===== config.mk =====
export PLATFORM = sky130hd
export DESIGN_NAME = zsrc_carrier_pwm
export DESIGN_NICKNAME = d
export VERILOG_FILES = /design/src/rtl/zsp_pkg.sv /design/src/rtl/zsp_rise_calc.sv /design/src/rtl/zsp_carrier.sv /design/src/rtl/zsp_gate_cmp.sv /design/src/rtl/zsrc_carrier_pwm.sv
export SDC_FILE = /design/constraint.sdc
export NUM_CORES = 1
export LEC_CHECK = 0
export CAP_MARGIN = 20
export CORE_MARGIN = 2
export CORE_UTILIZATION = 50
export DETAILED_ROUTE_END_ITERATION = 8
export DONT_BUFFER_PORTS = 1
export PLACE_DENSITY = 0.72
export SYNTH_ARGS = -nofsm -noshare
export SYNTH_HDL_FRONTEND = slang
export SYNTH_HIERARCHICAL = 1
export SYNTH_SLANG_ARGS = --single-unit

===== constraint.sdc =====
create_clock -name clk -period 41 [get_ports clk]
set_clock_uncertainty 0.15 [all_clocks]
set_input_delay 4.1 -clock clk [delete_from_list [all_inputs] [get_ports clk]]
set_output_delay 4.1 -clock clk [all_outputs]
set_load 0.02 [all_outputs]

===== src/rtl/zsp_pkg.sv =====
package zsp_pkg;
    typedef enum logic [1:0] {
        MD_BUCK     = 2'b00,
        MD_BOOST    = 2'b01,
        MD_BBST     = 2'b10,
        MD_BBST_ALT = 2'b11
    } mode_e;

    localparam int NGATE = 6;
endpackage


===== src/rtl/zsp_rise_calc.sv =====
module zsp_rise_calc
    import zsp_pkg::*;
#(
    parameter int CW = 8,
    parameter int DW = 8
) (
    input  mode_e          mode,
    input  logic [CW-1:0]  per,
    input  logic [DW-1:0]  da,
    input  logic [DW-1:0]  db,
    output logic [CW-1:0]  rise
);
    localparam int PW = CW + DW + 3;
    localparam logic [DW:0] FS = (DW+1)'(1) << DW;

    logic [DW:0]   den;
    logic [PW-1:0] num;
    logic [PW-1:0] quo;

    always_comb begin
        // buck mode ignores the shoot-through duty
        den  = (mode == MD_BUCK) ? FS : FS - (DW+1)'(db);
        num  = ((PW'(da) * PW'(per)) << 1) + PW'(den);
        quo  = num / (PW'(den) << 1);
        if (mode == MD_BOOST) begin
            rise = per >> 1;                       // symmetric fallback
        end else if (quo > PW'(per)) begin
            rise = per;                            // clamp
        end else begin
            rise = CW'(quo);
        end
    end
endmodule


===== src/rtl/zsp_carrier.sv =====
module zsp_carrier #(
    parameter int CW = 8,
    parameter int DW = 8
) (
    input  logic [CW-1:0] cnt,
    input  logic [CW-1:0] per,
    input  logic [CW-1:0] rise,
    output logic [DW:0]   car
);
    localparam int PW = CW + DW + 1;
    localparam logic [DW:0] FS = (DW+1)'(1) << DW;

    logic [CW-1:0] fall;
    logic [PW-1:0] quo;

    always_comb begin
        fall = per - rise;
        quo  = '0;
        if (cnt < rise) begin
            quo = (PW'(cnt) << DW) / PW'(rise);
            car = (DW+1)'(quo);
        end else if (fall != '0) begin
            quo = (PW'(per - cnt) << DW) / PW'(fall);
            car = (DW+1)'(quo);
        end else begin
            car = FS;
        end
    end
endmodule


===== src/rtl/zsp_gate_cmp.sv =====
module zsp_gate_cmp
    import zsp_pkg::*;
#(
    parameter int DW = 8
) (
    input  logic [DW:0]          car,
    input  logic [NGATE*DW-1:0]  duty,
    output logic [NGATE-1:0]     gate
);
    localparam int NLEG = NGATE / 2;

    for (genvar k = 0; k < NGATE; k++) begin : g_cmp
        logic [DW:0] ref_w;
        assign ref_w = {1'b0, duty[k*DW +: DW]};
        if (k % 2 == 0) begin : g_hi
            assign gate[k] = car < ref_w;
        end else begin : g_lo
            assign gate[k] = car <= ref_w;
        end
    end

    for (genvar l = 0; l < NLEG; l++) begin : g_leg
        always_comb begin
            // low duty >= high duty means the low side covers the high side
            p_leg_overlap_r8: assert (!(gate[2*l] &&
                (duty[(2*l+1)*DW +: DW] >= duty[2*l*DW +: DW])) || gate[2*l+1])
                else $error("leg %0d low side missing during overlap", l);
        end
    end
endmodule


===== src/rtl/zsrc_carrier_pwm.sv =====
module zsrc_carrier_pwm
    import zsp_pkg::*;
#(
    parameter int CW = 8,
    parameter int DW = 8
) (
    input  logic                 clk,
    input  logic                 rst_n,
    input  logic [1:0]           mode_i,
    input  logic [CW-1:0]        period_i,
    input  logic [DW-1:0]        duty_a_i,
    input  logic [DW-1:0]        duty_b_i,
    input  logic [6*DW-1:0]      duty_ph_i,
    output logic [DW:0]          carrier_o,
    output logic [5:0]           gate_ph_o,
    output logic                 gate_buck_o
);
    localparam logic [DW:0]   FS     = (DW+1)'(1) << DW;
    localparam logic [CW-1:0] PERMIN = CW'(2);

    typedef struct packed {
        logic [CW-1:0]        cnt;
        logic [CW-1:0]        per;
        logic [CW-1:0]        rise;
        mode_e                mode;
        logic [NGATE*DW-1:0]  duty;
    } st_t;

    st_t           st_d, st_q;
    logic          wrap;
    logic [CW-1:0] per_in;
    logic [CW-1:0] rise_in;
    mode_e         mode_in;

    assign mode_in = mode_e'(mode_i);
    assign per_in  = (period_i < PERMIN) ? PERMIN : period_i;
    assign wrap    = (st_q.cnt == st_q.per - CW'(1));

    zsp_rise_calc #(.CW(CW), .DW(DW)) u_rise (
        .mode (mode_in),
        .per  (per_in),
        .da   (duty_a_i),
        .db   (duty_b_i),
        .rise (rise_in)
    );

    always_comb begin
        st_d = st_q;
        if (wrap) begin                           // sample only here
            st_d.cnt  = '0;
            st_d.per  = per_in;
            st_d.rise = rise_in;
            st_d.mode = mode_in;
            st_d.duty = duty_ph_i;
        end else begin
            st_d.cnt  = st_q.cnt + CW'(1);
        end
    end

    always_ff @(posedge clk or negedge rst_n) begin
        if (!rst_n) begin
            st_q.cnt  <= '0;
            st_q.per  <= CW'(1);
            st_q.rise <= '0;
            st_q.mode <= MD_BUCK;
            st_q.duty <= '0;
        end else begin
            st_q <= st_d;
        end
    end

    zsp_carrier #(.CW(CW), .DW(DW)) u_car (
        .cnt  (st_q.cnt),
        .per  (st_q.per),
        .rise (st_q.rise),
        .car  (carrier_o)
    );

    zsp_gate_cmp #(.DW(DW)) u_cmp (
        .car  (carrier_o),
        .duty (st_q.duty),
        .gate (gate_ph_o)
    );

    assign gate_buck_o = (st_q.mode == MD_BOOST) ? 1'b1 : (st_q.cnt < st_q.rise);

    p_cnt_bound_r2: assert property (@(posedge clk) disable iff (!rst_n)
        st_q.cnt < st_q.per);

    p_hold_mid_r3: assert property (@(posedge clk) disable iff (!rst_n)
        !wrap |=> ($stable(st_q.duty) && $stable(st_q.rise) &&
                   $stable(st_q.per) && $stable(st_q.mode)));

    p_boost_half_r5: assert property (@(posedge clk) disable iff (!rst_n)
        (st_q.mode == MD_BOOST) |-> (st_q.rise == (st_q.per >> 1)));

    p_peak_r6: assert property (@(posedge clk) disable iff (!rst_n)
        (st_q.cnt == st_q.rise) |-> (carrier_o == FS));

    p_sa_rising_r9: assert property (@(posedge clk) disable iff (!rst_n)
        (st_q.mode != MD_BOOST && gate_buck_o) |-> (carrier_o < FS));
endmodule


Yosys cells after proc, flatten, opt, wreduce, memory -nomap -nowiden
Index checks and enable logic that the tools add are counted.
- add/subtract/negate cells: 6
- $mul: 1
- divide/modulo/power cells: 3
- $lt $le $gt $ge: 9
- equality and inequality tests: 3
- multiplexer cells: 8
- reduce and logical (&&, ||, !) cells: 2
- operators with widths (kind ; number):
    8-bit two-way mux ; 4
    9-bit by 8-bit <= comparator with 1-bit output ; 3
    9-bit by 8-bit less-than comparator with 1-bit output ; 3
    9-bit two-way mux ; 3
    19-bit by 10-bit divider with 19-bit output ; 1
    19-bit by 8-bit > comparator with 1-bit output ; 1
    17-bit by 9-bit adder with 18-bit output ; 1
    16-bit by 8-bit divider with 17-bit output ; 1
    17-bit by 8-bit divider with 17-bit output ; 1
    8-bit by 8-bit multiplier with 16-bit output ; 1
    8-bit by 8-bit subtractor with 9-bit output ; 1
    9-bit by 8-bit subtractor with 9-bit output, first input constant ; 1
    8-bit by 1-bit adder with 8-bit output, second input constant ; 1
    8-bit equality test ; 1
    8-bit by 2-bit less-than comparator with 1-bit output, second input constant ; 1
    8-bit less-than comparator ; 1
    8-bit nonzero test ; 1
    8-bit by 1-bit subtractor with 8-bit output, second input constant ; 1
    8-bit subtractor ; 1
    2-bit by 1-bit equality test with 1-bit output, second input constant ; 2
    2-bit logical NOT ; 1
    1-bit two-way mux ; 1
- register bits: 74
- bits of input ports: 76
- output and inout port bits: 16
- word-level logic and storage cells: 37

Depth between registers and ports, before layout
- word-level depth: 8
- gate-level depth with buffers: 229
- gate-level depth less buffers: 220

Hierarchy
Netlist, hierarchy kept.
- by module, submodules not included (module ; instances ; cells an instance ; area each (um^2) ; seq. area each (um^2)):
    zsp_carrier ; 1 ; 2033 ; 14153.6 ; 0.0
    zsp_rise_calc ; 1 ; 1438 ; 10756.6 ; 0.0
    zsrc_carrier_pwm ; 1 ; 239 ; 3261.9 ; 1853.0
    zsp_gate_cmp ; 1 ; 161 ; 1172.4 ; 0.0

Worst setup path after synthesis
No wires, ideal clock.
- kind: input to register
- from: in period_i[6]
- to: reg, netlist name st_q[50]
- arrival time: 45.446 ns
- required time: 40.723 ns
- path slack: -4.723 ns
- stages: 215
- path through: clkbuf_1 clkbuf_1 nand2_1 fa_1 fa_1 inv_1 fa_1 inv_1 fa_1 inv_1 ha_1 a21o_1 a221oi_4 o21ai_1 xor2_1 a221o_1 and4_1 ha_1 (+179 left out) o311ai_0 a2111oi_0 and2_1 ha_1 nor2b_1 o21ai_0 nand2b_1 a21oi_1 nor2b_1 o21ai_0 nand2b_1 a21oi_1 nor2b_1 o22ai_1 nand3_1 nand3b_1 a22o_1 mux2_1
- cells in the longest elaborated chain, start to end: 8
- ends and longest elaborated chain (element ; line ; source):
    start, declared ; zsrc_carrier_pwm.sv:10 ; input logic [CW-1:0] period_i,
    8-bit by 2-bit less-than comparator with 1-bit output ; zsrc_carrier_pwm.sv:36 ; assign per_in = (period_i < PERMIN) ? PERMIN : period_i;
    8-bit two-way mux * ; zsrc_carrier_pwm.sv:36 ;
    8-bit by 8-bit multiplier with 16-bit output ; zsp_rise_calc.sv:23 ; num = ((PW'(da) * PW'(per)) << 1) + PW'(den);
    17-bit by 9-bit adder with 18-bit output ; zsp_rise_calc.sv:23 ;
    19-bit by 10-bit divider with 19-bit output ; zsp_rise_calc.sv:24 ; quo = num / (PW'(den) << 1);
    19-bit by 8-bit > comparator with 1-bit output ; zsp_rise_calc.sv:27 ; end else if (quo > PW'(per)) begin
    8-bit two-way mux ; zsp_rise_calc.sv:27 ;
    8-bit two-way mux * ; zsp_rise_calc.sv:25 ; if (mode == MD_BOOST) begin
    via rise_in[0] ; zsrc_carrier_pwm.sv:32 ; logic [CW-1:0] rise_in;
Mark *: on every way through the listed nets, which the timed path passes. The rest lies on a longest branch.
A chain may end at the register's enable or synchronous reset.

Final worst setup path
- from: in duty_a_i[1]
- to: reg, netlist name st_q[56]
- cells in the longest elaborated chain, start to end: 6
- ends and longest elaborated chain (element ; line ; source):
    start, declared ; zsrc_carrier_pwm.sv:11 ; input logic [DW-1:0] duty_a_i,
    8-bit by 8-bit multiplier with 16-bit output * ; zsp_rise_calc.sv:23 ;
    17-bit by 9-bit adder with 18-bit output * ; zsp_rise_calc.sv:23 ;
    19-bit by 10-bit divider with 19-bit output * ; zsp_rise_calc.sv:24 ;
    19-bit by 8-bit > comparator with 1-bit output ; zsp_rise_calc.sv:27 ;
    8-bit two-way mux * ; zsp_rise_calc.sv:27 ;
    8-bit two-way mux * ; zsp_rise_calc.sv:25 ;
    via rise_in[6] ; zsrc_carrier_pwm.sv:32 ;
Marked as above.

==> summary.txt <==
Worst setup path
  • Worst path slowest cell: fa_1
  • Critical Path Source Type: input pin
  • Worst path most repeated cell: o21a_1
  • CP max stage delay: 0.56 ns
  • CP Max Fanout: 8
  • CP Class: input pin to register
  • Crit path arrival time: 42.34 ns
  • CP required: 41.09 ns
  • Crit path buffers/inverters: 27
  • Largest delay share family, worst path: compound AO/OA/AOI/OAI gates
  • CP Capture Type: register

Clock network
  • Num CTS Buffers: 9
  • Clock latency on the worst-skew pair: 0.37 ns
  • CTS Root Cell: clkbuf_16
  • H-tree levels: 3
  • CTS Buffer Depth: 2
  • Clock-pin slew on the worst setup and hold paths: 0.06 ns
  • Num Clock Sinks: 74
  • CTS tree: built
  • Cts hold-fix bufs: 0

Flow run
  • Max-Cap Viols: 0

Yosys
  • Synth Flop Type: dfrtp_1
  • Synth Area in XOR/XNOR: 5.79%
  • Post-synthesis mux area share: 7.99%
  • Syn_area_per_cell: 7.58 µm²
  • Yosys top cell by area: ha_1
  • Post-synth top area share: 19.6%
  • Largest family of logic cells by synthesized area: compound AO/OA/AOI/OAI gates
  • Yosys warnings: 6
  • Syn Nets: 4448
  • Share of flip-flops with an asynchronous set or reset: 100%
  • Yosys reg bits: 74
  • Mapped cell area: 0.0293 mm²
  • Register area share after synthesis: 6.31%
  • Post-synthesis adder-cell area fraction: 22.4%
  • Mapped Cells: 3871
  • Compound-gate portion of the synthesized area: 29.0%
  • Post-Synth Simple-Gate Area: 23.3%
  • Number of synthesized flops with an enable pin: 0
  • Synth cell types: 139
  • Synth area leaders: ha_1 20%, dfrtp_1 6.2%, a21oi_1 4.6%, nor2_1 3.7%, nand2_1 3.7%

Routing
  • DR pass1 iterations: 7
  • Wirelength per Cell: 17.8 µm
  • Via/cell ratio: 6.11
  • ANT nets after route: 0
  • Post-Route WL: 90500 µm
  • Iteration-0 DRC Markers: 1851
  • Via count: 31000
  • # DRC: 0

Global route
  • First-pass GRT wire length: 145000 µm
  • GRT Overall Usage: 28.6%
  • Vias in the first global route: 29800
  • Initial antenna violation count: 5
  • Largest net degree at the start of global routing: 75
  • GRT met2 Usage: 50.7%
  • Busiest grt layer: met2
  • Gr ovfl total: 0
  • Met3 usage: 3.07%
  • Met1 GRT Util: 35.6%

STA
  • Final Cycle Share: 103%
  • Final Hold Viols: 0
  • Max Clk Rate: 0.0237 GHz
  • Final Critical Period: 42.25 ns
  • Slew headroom: 20.8%
  • Fin Setup TNS: -9.86 ns
  • Setup slack after layout: -1.25 ns
  • Slew @ Worst Pin: 1.17 ns
  • RSZ-0062 raised after global routing: true
  • # setup viols final: 8
  • Final slew viol count: 0

Floorplanning
  • Core Area: 0.0578 mm²
  • Starting density of the core: 50.8%
  • Row count: 88
  • Die width: 246 µm
  • Die area: 0.0606 mm²
  • # IOs: 92
  • Die Y: 246 µm

Place
  • Worst slack, placed: -1.07 ns
  • Gp weighted congestion: 0.942
  • DP HPWL: 71100 µm
  • # placed instances: 4915
  • IO Port Bufs: 0

Finish
  • Largest reg by FF count: st_q
  • Final Util: 61.3%
  • Total Nets Final: 4881
  • Biggest regs: st_q x74
  • Share of cells above drive strength 1: 23.5%
  • Max reg flops: 74
  • Layout Cells excl Fill: 5076
  • Area growth, synth to finish: 20.8%

Worst hold path
  • Hold crit path type: register to register

Outcome
  • Status: finished, violations left
  • Failing checks: negative setup slack
## layer usage
layer | wire (µm) | share of wire [%]
met1 | 38900 | 43
met2 | 43900 | 49
met3 | 4620 | 5.1
met4 | 3050 | 3.4
met5 | 41 | 0.045
## metrics by stage
stage	hold slack [ns]	instance area, µm²
2_1_floorplan	0.308	30000
3_3_place_gp	0.318	33200
3_5_place_dp	0.325	33200
4_1_cts	0.338	34200
5_1_grt	0.350	35400
6_report	0.334	35400
## cell usage after synthesis, types with 39 or more instances
cell type and instances:
a21o_1 93, a21oi_1 267, a31oi_1 41, and2_1 85, clkbuf_1 58, dfrtp_1 73
fa_1 41, ha_1 460, inv_1 256, mux2_1 67, mux2_2 79, mux2i_1 51
nand2_1 291, nand2b_1 72, nand3_1 74, nand4_1 39, nor2_1 293, nor2b_1 47
nor3_1 148, o21a_1 139, o21ai_0 206, o31ai_1 66, or3_1 44, xnor2_1 118
xor2_1 76
## cells by family (layout without fill, tap and decap cells)
group	count (synthesis)	in the layout
and+or+nand+nor	1309	1309
AOI/OAI and AO/OA	1221	1221
adders and majority gates	501	501
buffers and inverters	362	800
muxes	208	208
xor gates and xnor gates	194	194
DFF	74	74
other	2	4
## path summary, 6_finish.rpt
path	from	end	slack, ns	cells past startpoint
min in group asynchronous	rst_n	st_q[66]	3.27	0
max	duty_a_i[1]	st_q[56]	-1.25	217
min reg2reg	st_q[22]	st_q[22]	0.33	1
min	st_q[22]	st_q[22]	0.33	1
max in group asynchronous	rst_n	st_q[58]	37.19	0
max reg2reg	st_q[59]	st_q[31]	37.86	8
## cell usage in the layout (no fill, tap or decap), types with 28 or more instances in the layout
cell / netlist / final
nand2_1: 291 / 276
a211oi_1: 32 / 28
or2_2: 35 / 31
mux2i_1: 51 / 47
o21a_1: 139 / 137
nand2b_1: 72 / 70
nand4_1: 39 / 39
xnor2_1: 118 / 118
o21ai_0: 206 / 180
and3_1: 30 / 30
o21ai_1: 22 / 35
or3_1: 44 / 40
mux2_2: 79 / 76
a21o_1: 93 / 92
nor3_1: 148 / 141
o31ai_1: 66 / 60
dfrtp_1: 73 / 73
o211ai_1: 37 / 37
nand3_1: 74 / 69
a31oi_1: 41 / 38
ha_1: 460 / 439
a21oi_2: 12 / 51
and2_1: 85 / 78
fa_1: 41 / 40
nor2_1: 293 / 267
buf_4: 5 / 508
xor2_1: 76 / 75
nor2b_1: 47 / 46
inv_1: 256 / 250
a21oi_1: 267 / 222
mux2_1: 67 / 64
## layout make-up
| type | instances | area [µm²] |
|---|---|---|
| antenna | 2 | 5.00 |
| clock buffer | 10 | 229 |
| clock inverter | 6 | 88.8 |
| fill | 5154 | 22400 |
| inverter | 267 | 1020 |
| multi-input combinational | 3435 | 27400 |
| sequential | 74 | 1850 |
| tap | 765 | 957 |
| timing repair buffer | 517 | 3930 |
## repair_timing
| action | 4_1_cts | 5_1_grt |
|---|---|---|
| endpoints found under the setup margin | 8 | 16 |
| gates resized for setup | 27 | 157 |
| cloned | 2 | 0 |
| setup buffers | 75 | 65 |
| pin swaps | 40 | 130 |
| hold endpoints to repair | 0 | 0 |
Power is left out: the tool's default activity adds up to more than one toggle a clock period on the data nets, which glitch-free logic cannot reach.
